### config.mk
export PLATFORM = sky130hd
export DESIGN_NAME = pwm_steer_top
export DESIGN_NICKNAME = d
export VERILOG_FILES = /design/src/rtl/pst_pkg.sv /design/src/rtl/pst_regs.sv /design/src/rtl/pst_mode_gate.sv /design/src/rtl/pst_route.sv /design/src/rtl/pwm_steer_top.sv
export SDC_FILE = /design/constraint.sdc
export NUM_CORES = 1
export LEC_CHECK = 0
export BUFFER_PORTS_ARGS = -buffer_cell sky130_fd_sc_hd__buf_4
export CAP_MARGIN = 20
export CORE_MARGIN = 3
export CORE_UTILIZATION = 46
export DETAILED_ROUTE_END_ITERATION = 10
export GPL_ROUTABILITY_DRIVEN = 0
export PLACE_DENSITY = 0.79
export SLEW_MARGIN = 20
export SYNTH_ARGS = -nofsm -noshare
export SYNTH_HDL_FRONTEND = slang
export SYNTH_SLANG_ARGS = --single-unit
### constraint.sdc
create_clock -name clk -period 1.6 [get_ports clk]
set_clock_uncertainty 0.1 [all_clocks]
set_input_delay 0.24 -clock clk [delete_from_list [all_inputs] [get_ports clk]]
set_output_delay 0.24 -clock clk [all_outputs]
set_load 0.01 [all_outputs]
### src/rtl/pst_pkg.sv
package pst_pkg;
  localparam int CTRL_W  = 8;
  localparam int PIN_N   = 4;
  localparam int SYNC_B  = 4;
  localparam int UNUSED_B = 5;
  localparam int PAIR_LO = 6;
  localparam logic [CTRL_W-1:0] CTRL_RST  = 8'h01;
  localparam logic [CTRL_W-1:0] CTRL_MASK = ~(8'h01 << UNUSED_B);

  // Pin i of the steered output; polarity bit (i % 2) applies
  function automatic logic [PIN_N-1:0] route_pins(
    input logic [CTRL_W-1:0] ctrl,
    input logic              pwm,
    input logic [1:0]        pol,
    input logic [PIN_N-1:0]  port,
    input logic              on
  );
    logic [PIN_N-1:0] drv;
    logic [1:0]       pr;
    logic [PIN_N-1:0] res;
    for (int i = 0; i < PIN_N; i++) drv[i] = pwm ^ pol[i % 2];
    pr  = ctrl[PAIR_LO +: 2];
    res = port;
    if (on) begin
      if (pr == 2'b00) begin
        for (int i = 0; i < PIN_N; i++) res[i] = ctrl[i] ? drv[i] : port[i];
      end else begin
        res[0]  = drv[0];
        res[pr] = ~drv[0];
      end
    end
    return res;
  endfunction
endpackage

### src/rtl/pst_regs.sv
module pst_regs
  import pst_pkg::*;
(
  input  logic              clk,
  input  logic              rst_n,
  input  logic              wr_en,
  input  logic [CTRL_W-1:0] wr_data,
  input  logic              period_start,
  output logic [CTRL_W-1:0] rd_data,
  output logic [CTRL_W-1:0] act_ctrl,
  output logic              pending
);
  logic [CTRL_W-1:0] wr_q, act_q, wr_clean;
  logic              pend_q;
  logic              apply_now, apply_shadow;

  assign wr_clean     = wr_data & CTRL_MASK;
  assign apply_now    = wr_en && (!wr_data[SYNC_B] || period_start);
  assign apply_shadow = !wr_en && pend_q && period_start;

  always_ff @(posedge clk or negedge rst_n) begin
    if (!rst_n) begin
      wr_q   <= CTRL_RST;
      act_q  <= CTRL_RST;
      pend_q <= 1'b0;
    end else begin
      if (wr_en) wr_q <= wr_clean;
      if (apply_now) begin
        act_q  <= wr_clean;
        pend_q <= 1'b0;
      end else if (wr_en) begin
        pend_q <= 1'b1;
      end else if (apply_shadow) begin
        act_q  <= wr_q;
        pend_q <= 1'b0;
      end
    end
  end

  assign rd_data  = wr_q;
  assign act_ctrl = act_q;
  assign pending  = pend_q;

  a_r9_readback: assert property (@(posedge clk) disable iff (!rst_n)
    wr_en |=> rd_data == ($past(wr_data) & CTRL_MASK));
  a_r2_bit5_zero: assert property (@(posedge clk) disable iff (!rst_n)
    rd_data[UNUSED_B] == 1'b0);
  a_r6_immediate: assert property (@(posedge clk) disable iff (!rst_n)
    (wr_en && !wr_data[SYNC_B]) |=> act_ctrl == ($past(wr_data) & CTRL_MASK));
  a_r7_hold: assert property (@(posedge clk) disable iff (!rst_n)
    (!wr_en && !period_start) |=> $stable(act_ctrl));
  a_r7_boundary: assert property (@(posedge clk) disable iff (!rst_n)
    (pending && !wr_en && period_start) |=> act_ctrl == $past(rd_data));
  a_r11_same_edge: assert property (@(posedge clk) disable iff (!rst_n)
    (wr_en && wr_data[SYNC_B] && period_start) |=> (act_ctrl == rd_data && !pending));
endmodule

### src/rtl/pst_mode_gate.sv
module pst_mode_gate (
  input  logic       pwm_mode,
  input  logic [1:0] out_cfg,
  output logic       steer_on
);
  localparam logic [1:0] CFG_SINGLE = 2'b00;
  assign steer_on = pwm_mode && (out_cfg == CFG_SINGLE);
endmodule

### src/rtl/pst_route.sv
module pst_route
  import pst_pkg::*;
(
  input  logic [CTRL_W-1:0] act_ctrl,
  input  logic              pwm_in,
  input  logic [1:0]        polarity,
  input  logic [PIN_N-1:0]  port_data,
  input  logic              steer_on,
  output logic [PIN_N-1:0]  pins
);
  logic [1:0] pair_sel;
  assign pair_sel = act_ctrl[PAIR_LO +: 2];
  assign pins = route_pins(act_ctrl, pwm_in, polarity, port_data, steer_on);

  always_comb begin
    if (!steer_on) a_r10_port_only: assert (pins == port_data);
    if (steer_on && pair_sel != 2'b00) a_r5_complement: assert (pins[0] != pins[pair_sel]);
    if (steer_on) a_r4_pin_a: assert (pins[0] == (act_ctrl[0] || pair_sel != 2'b00 ? (pwm_in ^ polarity[0]) : port_data[0]));
  end
endmodule

### src/rtl/pwm_steer_top.sv
module pwm_steer_top
  import pst_pkg::*;
(
  input  logic       clk,
  input  logic       rst_n,
  input  logic       wr_en,
  input  logic [7:0] wr_data,
  output logic [7:0] rd_data,
  input  logic       pwm_in,
  input  logic       period_start,
  input  logic       pwm_mode,
  input  logic [1:0] out_cfg,
  input  logic [1:0] polarity,
  input  logic [3:0] port_data,
  output logic [3:0] pins
);
  logic [CTRL_W-1:0] act_ctrl;
  logic              pending;
  logic              steer_on;

  pst_regs u_regs (
    .clk(clk), .rst_n(rst_n), .wr_en(wr_en), .wr_data(wr_data),
    .period_start(period_start), .rd_data(rd_data),
    .act_ctrl(act_ctrl), .pending(pending)
  );

  pst_mode_gate u_gate (
    .pwm_mode(pwm_mode), .out_cfg(out_cfg), .steer_on(steer_on)
  );

  pst_route u_route (
    .act_ctrl(act_ctrl), .pwm_in(pwm_in), .polarity(polarity),
    .port_data(port_data), .steer_on(steer_on), .pins(pins)
  );

  a_r1_no_pending_after_reset: assert property (@(posedge clk) disable iff (!rst_n)
    (pending |-> $past(wr_en) || $past(pending)));
endmodule

==> results.json, run 1 <==
{
  "post_drt_via_cell_ratio": 5.47,
  "synth.distinct_cells": 32,
  "vias": 651,
  "rsz_0062_raised_after_global_routing": "true",
  "crit_top_cell": "sky130_fd_sc_hd__buf_4",
  "row_count": 14,
  "achievable-frequency_mhz": 558,
  "nFillCells": 124,
  "cts.reportedPaths.clkPinSlew_ns": 0.08,
  "synth.net_count": 92,
  "cell_family_contributing_the_most_delay_on_the_critical_path": "flip-flops",
  "grt_pass1_wl_um": 2690,
  "cts_tree": "done",
  "worst-r2r-setup-slack_ns": 0.23,
  "endpoint_kind": "output pin",
  "wl_per_cell_um": 13.9,
  "route.antenna.remaining_nets": 0,
  "p_total_uw": 964,
  "finalSetupViolations": 4,
  "met1_capacity_usage_during_global_routing_pct": 18.3,
  "cts-root-to-sink-buffers": 2,
  "numClockSinks": 14,
  "syn-cell-area_um2": 807,
  "cap_viol_max_count": 0,
  "drt_pass1_iterations": 4,
  "largest_net_degree_at_the_start_of_global_routing": 15,
  "first_global_vias": 649,
  "num_antenna_cells": 0,
  "grt_util_met2_pct": 30.3,
  "ir_worst_vdd_mv": 0.569,
  "worstSetupStartpointType": "register",
  "count_of_h_tree_levels_built_during_cts": 1,
  "grt.met3_usage_pct": 4.14,
  "synth_cells": 70,
  "placement.io_buffers": 31,
  "placed_area_um2": 1040,
  "drive_above_1_share_pct": 58.3,
  "number_of_setup_buffers_added_after_cts": 0,
  "grt_antenna_before_repair": 0,
  "final-max-slew-violation-count": 0,
  "final_critical_path_setup_slack_ns": -0.194,
  "finalCritPeriodShare_pct": 112,
  "worst-setup-path-type": "register to output pin",
  "post_dp_hpwl_um": 1290,
  "number_of_nets_in_the_finished_design": 126,
  "clk_root_buf": "sky130_fd_sc_hd__clkbuf_4",
  "power_leakage_uw": 0.000506,
  "commonest_cells_after_routing_fill_and_taps_aside": "sky130_fd_sc_hd__buf_4, sky130_fd_sc_hd__mux2_2, sky130_fd_sc_hd__dfrtp_1",
  "die_x_um": 47.9,
  "grt_most_used_layer": "met2",
  "totalWireLength_um": 1660,
  "critical_path_peak_fanout": 3,
  "cellPowerDensity_nw_per_um2": 856,
  "floorplan.initialDensity_pct": 51.2,
  "cp.buffers_inverters": 2,
  "drc_errors": 0,
  "crit_path_top_delay_cell": "sky130_fd_sc_hd__dfrtp_2",
  "ios": 34,
  "detail_route.iter0.violations": 11,
  "worst_path_largest_cell_delay_ns": 0.45,
  "worst_skew_pair.late_latency_ns": 0.28,
  "min_path_type": "input pin to register",
  "yosys_warnings": 0,
  "failing_checks": "setup timing",
  "die-height_um": 47.9,
  "final.setup.tns_ns": -0.590,
  "worstPathRequired_ns": 1.26,
  "layout.cells.most_common": "sky130_fd_sc_hd__buf_4",
  "ys_seq_elements": 14,
  "period_minus_slack_ns": 1.79,
  "post-route-cell-area_um2": 1130,
  "final-hold-violation-count": 0,
  "design.core.area_um2": 1580,
  "cts_inserted_buffers": 3,
  "run_status": "finished with violations",
  "proportion_of_synthesized_chip_area_in_sequential_cells_pct": 43.7,
  "cell_breakdown_of_the_critical_path": "buf_4 -> nor3b_4 -> a2bb2oi_1 -> o211ai_1 -> buf_4",
  "grt.total_usage_pct": 17.4,
  "dieArea_um2": 2290,
  "globalRoute.totalOverflow": 0,
  "post_synthesis_average_cell_area_um2": 11.5,
  "layout-area-overhead-vs-synth_pct": 39.5,
  "critical_path_arrival_ns": 1.45
}
==> per-stage QoR <==
stage                     setup WS (ns)  hold WS [ns]  utilization [%]  std cells
final                            -0.194        0.0294             71.4        119
after global routing             -0.283        0.0156             71.4        119
after CTS                        -0.171        0.0211             70.1        119
after detailed placement        -0.0878      -0.00429             66.1        114
after global placement          -0.0740      -0.00354             66.1        114
after floorplan                   0.129        -0.156                -         70
==> worst paths after layout <==
check,to,cells after the start,start
min reg2reg,u_regs.rd_data[7],1,u_regs.rd_data[7]
max reg2reg,u_regs.act_ctrl[2],3,u_regs.pending
min in group asynchronous,u_regs.rd_data[4],2,rst_n
max in group asynchronous,u_regs.act_ctrl[0],2,rst_n
min,u_regs.pending,2,period_start
max,pins[3],5,u_regs.act_ctrl[6]
==> routing by layer <==
metal / vias up / part of all wire [%] / wire [um]
li1: 317 / - / -
met1: 297 / 43 / 706
met2: 32 / 46 / 769
met3: 5 / 8.4 / 139
met4: 0 / 2.6 / 43
met5: - / 0 / 0
==> Yosys cell counts <==
cell,n,area (um2)
sky130_fd_sc_hd__o21ai_0,2,10.0
sky130_fd_sc_hd__nand3_1,2,10.0
sky130_fd_sc_hd__buf_4,1,7.51
sky130_fd_sc_hd__o31ai_1,2,15.0
sky130_fd_sc_hd__mux2_2,12,135
sky130_fd_sc_hd__nor3b_1,1,7.51
sky130_fd_sc_hd__buf_2,2,10.0
sky130_fd_sc_hd__a22oi_1,1,7.51
sky130_fd_sc_hd__o211ai_1,1,7.51
sky130_fd_sc_hd__o31ai_2,2,25.0
sky130_fd_sc_hd__nor2b_1,1,6.26
sky130_fd_sc_hd__a21oi_1,1,5.00
sky130_fd_sc_hd__o21ai_2,1,8.76
sky130_fd_sc_hd__dfrtp_1,12,300
sky130_fd_sc_hd__nand3b_1,1,7.51
sky130_fd_sc_hd__xor2_1,2,17.5
sky130_fd_sc_hd__a2bb2oi_1,1,8.76
sky130_fd_sc_hd__nor3_1,1,5.00
sky130_fd_sc_hd__conb_1,1,3.75
sky130_fd_sc_hd__nand2b_1,1,6.26
sky130_fd_sc_hd__nor2_1,2,7.51
sky130_fd_sc_hd__mux2_1,6,67.6
sky130_fd_sc_hd__nor4b_1,1,8.76
sky130_fd_sc_hd__or3b_1,1,8.76
sky130_fd_sc_hd__xnor2_1,1,8.76
sky130_fd_sc_hd__dfstp_2,2,52.6
sky130_fd_sc_hd__nand2_1,3,11.3
sky130_fd_sc_hd__clkbuf_1,1,3.75
sky130_fd_sc_hd__nand4b_1,1,8.76
sky130_fd_sc_hd__inv_1,2,7.51
sky130_fd_sc_hd__buf_6,1,11.3
sky130_fd_sc_hd__nand2_2,1,6.26
==> state kept, by name (all words and copies together) (netlist names) <==
name / count
u_regs.act_ctrl: 6
u_regs.rd_data: 7
u_regs.pending: 1
==> repair_timing <==
item                                    CTS  global route
pin swaps                                 0             4
resized for setup                         3             5
hold buffers                              1             0
hold endpoints to repair                 14             0
endpoints found under the setup margin    4             4
==> worst register-to-register path: cells and delay by family, from the launching register on <==
kind / cells / cell delay [ns]
muxes: 2 / 0.60
and+or+nand+nor: 1 / 0.16
DFF: 1 / 0.40
==> cells by family after synthesis <==
group                     count (synthesis)  synth area share (%)
muxes                                    18                  25.1
AOI/OAI and AO/OA                        11                  10.9
other                                     1                 0.465
buffers and inverters                     7                  4.96
DFF                                      14                  43.7
xor gates and xnor gates                  3                  3.26
and+or+nand+nor                          16                  11.6
==> where the power goes <==
| part | switching, uW | leakage, uW | internal [uW] | total (uW) |
|---|---|---|---|---|
| registers | 42.3 | 0.000161 | 402 | 445 |
| clock network | 112 | 0.0000210 | 139 | 251 |
| logic | 107 | 0.000323 | 162 | 269 |
==> layout make-up <==
class / count / area [um2] / share of cell area (%)
Timing Repair Buffer: 34 / 262 / 23.2
Clock buffer: 4 / 36.3 / 3.22
Tap cell: 16 / 20.0 / 1.78
Multi-Input combinational cell: 49 / 445 / 39.6
Inverter: 2 / 7.51 / 0.667
Sequential cell: 14 / 355 / 31.6
(Power assumes the default switching activity.)
==> run 2, diff against run 1 <==
--- a/config.mk
+++ b/config.mk
@@ -7,11 +7,10 @@
 export LEC_CHECK = 0
 export BUFFER_PORTS_ARGS = -buffer_cell sky130_fd_sc_hd__buf_4
 export CAP_MARGIN = 20
-export CORE_MARGIN = 3
-export CORE_UTILIZATION = 46
+export CORE_UTILIZATION = 49
 export DETAILED_ROUTE_END_ITERATION = 10
 export GPL_ROUTABILITY_DRIVEN = 0
-export PLACE_DENSITY = 0.79
+export PLACE_DENSITY = 0.84
 export SLEW_MARGIN = 20
 export SYNTH_ARGS = -nofsm -noshare
 export SYNTH_HDL_FRONTEND = slang
==> constraint.sdc (replaced) <==
create_clock -name clk -period 2.1 [get_ports clk]
set_clock_uncertainty 0.1 [all_clocks]
set_input_delay 0.315 -clock clk [delete_from_list [all_inputs] [get_ports clk]]
set_output_delay 0.315 -clock clk [all_outputs]
set_load 0.01 [all_outputs]
==> run 2 against run 1 <==
Net effect:
- the flow now finishes without violations
- register-to-register slack better by 0.51 ns
- worst hold slack better by 0.084 ns
- clock-buffer cell count is the same
- first-iteration DRC count fell by 91%
- die area down 21%
- global-route usage is 3.0 points higher
- cell count down 1.7%
- sequential power decreased by 24%
- core utilization is 1.2 points lower
- critical path depth decreased by 1
- non-clock buffer count fell by 2
- worst setup slack improved by 0.38 ns
- largest cell class unchanged
- largest power group unchanged
==> results.json, run 2 (same netlist as run 1, synthesis figures left out) <==
{
  "run_status": "finished, final reports clean",
  "hold_path.startpoint": "period_start",
  "final-max-slew-violation-count": 0,
  "grt_antenna_before_repair": 0,
  "clk_root_buf": "sky130_fd_sc_hd__clkbuf_4",
  "reg2regPathDepth": 3,
  "critical_path.reg2reg.startpoint": "u_regs.pending",
  "final.setup.tns_ns": 0,
  "worst-r2r-setup-slack_ns": 0.74,
  "power_leakage_uw": 0.000480,
  "power.switching_uw": 189,
  "whs_path_depth": 2,
  "worstSetupStartpointType": "register",
  "crit_path_top_delay_cell": "sky130_fd_sc_hd__dfrtp_1",
  "timing.hold.worst_endpoint": "u_regs.pending",
  "die_x_um": 42.6,
  "globalRoute.totalOverflow": 0,
  "p_total_uw": 677,
  "cellPowerDensity_nw_per_um2": 632,
  "endpoint_kind": "output pin",
  "p_int_uw": 488,
  "layout-area-overhead-vs-synth_pct": 32.6,
  "vias": 637,
  "cts_inserted_buffers": 3,
  "route.antenna.remaining_nets": 0,
  "die-height_um": 42.6,
  "dieArea_um2": 1810,
  "rsz_0062_raised_after_global_routing": "false",
  "cap_viol_max_count": 0,
  "cell_breakdown_of_the_critical_path": "nor4b_2 -> nand4b_1 -> nand3_1 -> buf_4",
  "drc_errors": 0,
  "count_of_h_tree_levels_built_during_cts": 1,
  "p_seq_share_pct": 49.8,
  "post_drt_via_cell_ratio": 5.44,
  "period_minus_slack_ns": 1.92,
  "drive_above_1_share_pct": 52.5,
  "commonest_cells_after_routing_fill_and_taps_aside": "sky130_fd_sc_hd__buf_4, sky130_fd_sc_hd__mux2_2, sky130_fd_sc_hd__dfrtp_1",
  "finalCritPeriodShare_pct": 91.3,
  "finalSetupViolations": 0,
  "final-hold-violation-count": 0,
  "ir_worst_vdd_mv": 0.517,
  "cts-root-to-sink-buffers": 2,
  "min_path_type": "input pin to register",
  "worstPathRequired_ns": 1.68,
  "grt_pass1_wl_um": 2770,
  "layout.cells.most_common": "sky130_fd_sc_hd__buf_4",
  "detail_route.iter0.violations": 1,
  "cts.reportedPaths.clkPinSlew_ns": 0.08,
  "worst-setup-path-type": "register to output pin",
  "achievable-frequency_mhz": 522,
  "wl_per_cell_um": 13.7,
  "combPwrFrac_pct": 27.0,
  "design.core.area_um2": 1520,
  "number_of_nets_in_the_finished_design": 124,
  "row_count": 14,
  "worst_skew_pair.late_latency_ns": 0.27,
  "r2r_end": "u_regs.act_ctrl[7]",
  "numClockSinks": 14,
  "sw_frac_of_total_pct": 27.9,
  "grt.total_usage_pct": 20.4,
  "critical_path_arrival_ns": 1.50,
  "drt_pass1_iterations": 2,
  "grt_most_used_layer": "met2",
  "largest_net_degree_at_the_start_of_global_routing": 15,
  "nFillCells": 126,
  "cell_family_contributing_the_most_delay_on_the_critical_path": "simple AND/OR/NAND/NOR gates",
  "cts_tree": "done",
  "grt_util_met2_pct": 36.3,
  "cp.buffers_inverters": 1,
  "num_antenna_cells": 0,
  "critical_path_peak_fanout": 9,
  "worst_path_largest_cell_delay_ns": 0.48,
  "post_dp_hpwl_um": 1250,
  "largest_register_ff_count": 7,
  "first_global_vias": 674,
  "ios": 34,
  "placement.io_buffers": 31,
  "met1_capacity_usage_during_global_routing_pct": 23.8,
  "floorplan.initialDensity_pct": 53.0,
  "layout.core_utilization_pct": 70.2,
  "totalWireLength_um": 1600,
  "pwr-share-clk_pct": 23.3,
  "grt.met3_usage_pct": 2.16
}
[run 2: worst reg2reg max path: stages (launching register included)]
cell	delay (ns)
sky130_fd_sc_hd__dfrtp_1	0.40
sky130_fd_sc_hd__nand2_2	0.16
sky130_fd_sc_hd__mux2_1	0.33
sky130_fd_sc_hd__mux2_2	0.27
[run 2: routing by layer]
layer	routed length, um	up-vias
li1	-	316
met1	635	294
met2	853	25
met3	94	2
met4	17	0
met5	0	-
[run 2: how the worst max path moves through the flow]
stage | start | endpoint | depth (start not counted)
after floorplan | out_cfg[1] | pins[0] | 3
after global placement | out_cfg[1] | pins[2] | 5
after detailed placement | out_cfg[1] | pins[1] | 5
after CTS | u_regs.act_ctrl[6] | pins[2] | 4
after global routing | u_regs.act_ctrl[6] | pins[2] | 4
final | u_regs.act_ctrl[6] | pins[2] | 4
[run 2: repair_timing]
item                                    4_1_cts  5_1_grt
endpoints found under the setup margin        0        1
hold buffers                                  1        0
buffers inserted                              0        0
hold endpoints to repair                     14        0
resized for setup                             0        1
[run 2: power groups by stage]
stage | Clock [uW] | Sequential (uW) | Combinational (uW)
after floorplan | 0 | 331 | 111
after global placement | 0 | 340 | 175
after detailed placement | 0 | 342 | 182
after CTS | 164 | 337 | 184
after global routing | 170 | 343 | 199
final | 157 | 337 | 182
[run 2: stage by stage]
step,instance area [um2],instances,hold WS (ns),worst slack (ns)
after global routing,1070,117,0.119,0.130
final,1070,117,0.113,0.183
after floorplan,807,70,-0.0806,0.479
after global placement,1030,112,0.0690,0.267
after detailed placement,1030,112,0.0698,0.230
after CTS,1060,117,0.105,0.0376
[run 2: area by class of cell]
class                      instances  area (um2)  area share (%)
timing repair buffer              32         243            22.7
inverter                           2        7.51           0.702
sequential                        14         353            33.0
tap                               16        20.0            1.87
multi-input combinational         49         420            39.3
clock buffer                       4        26.3            2.46
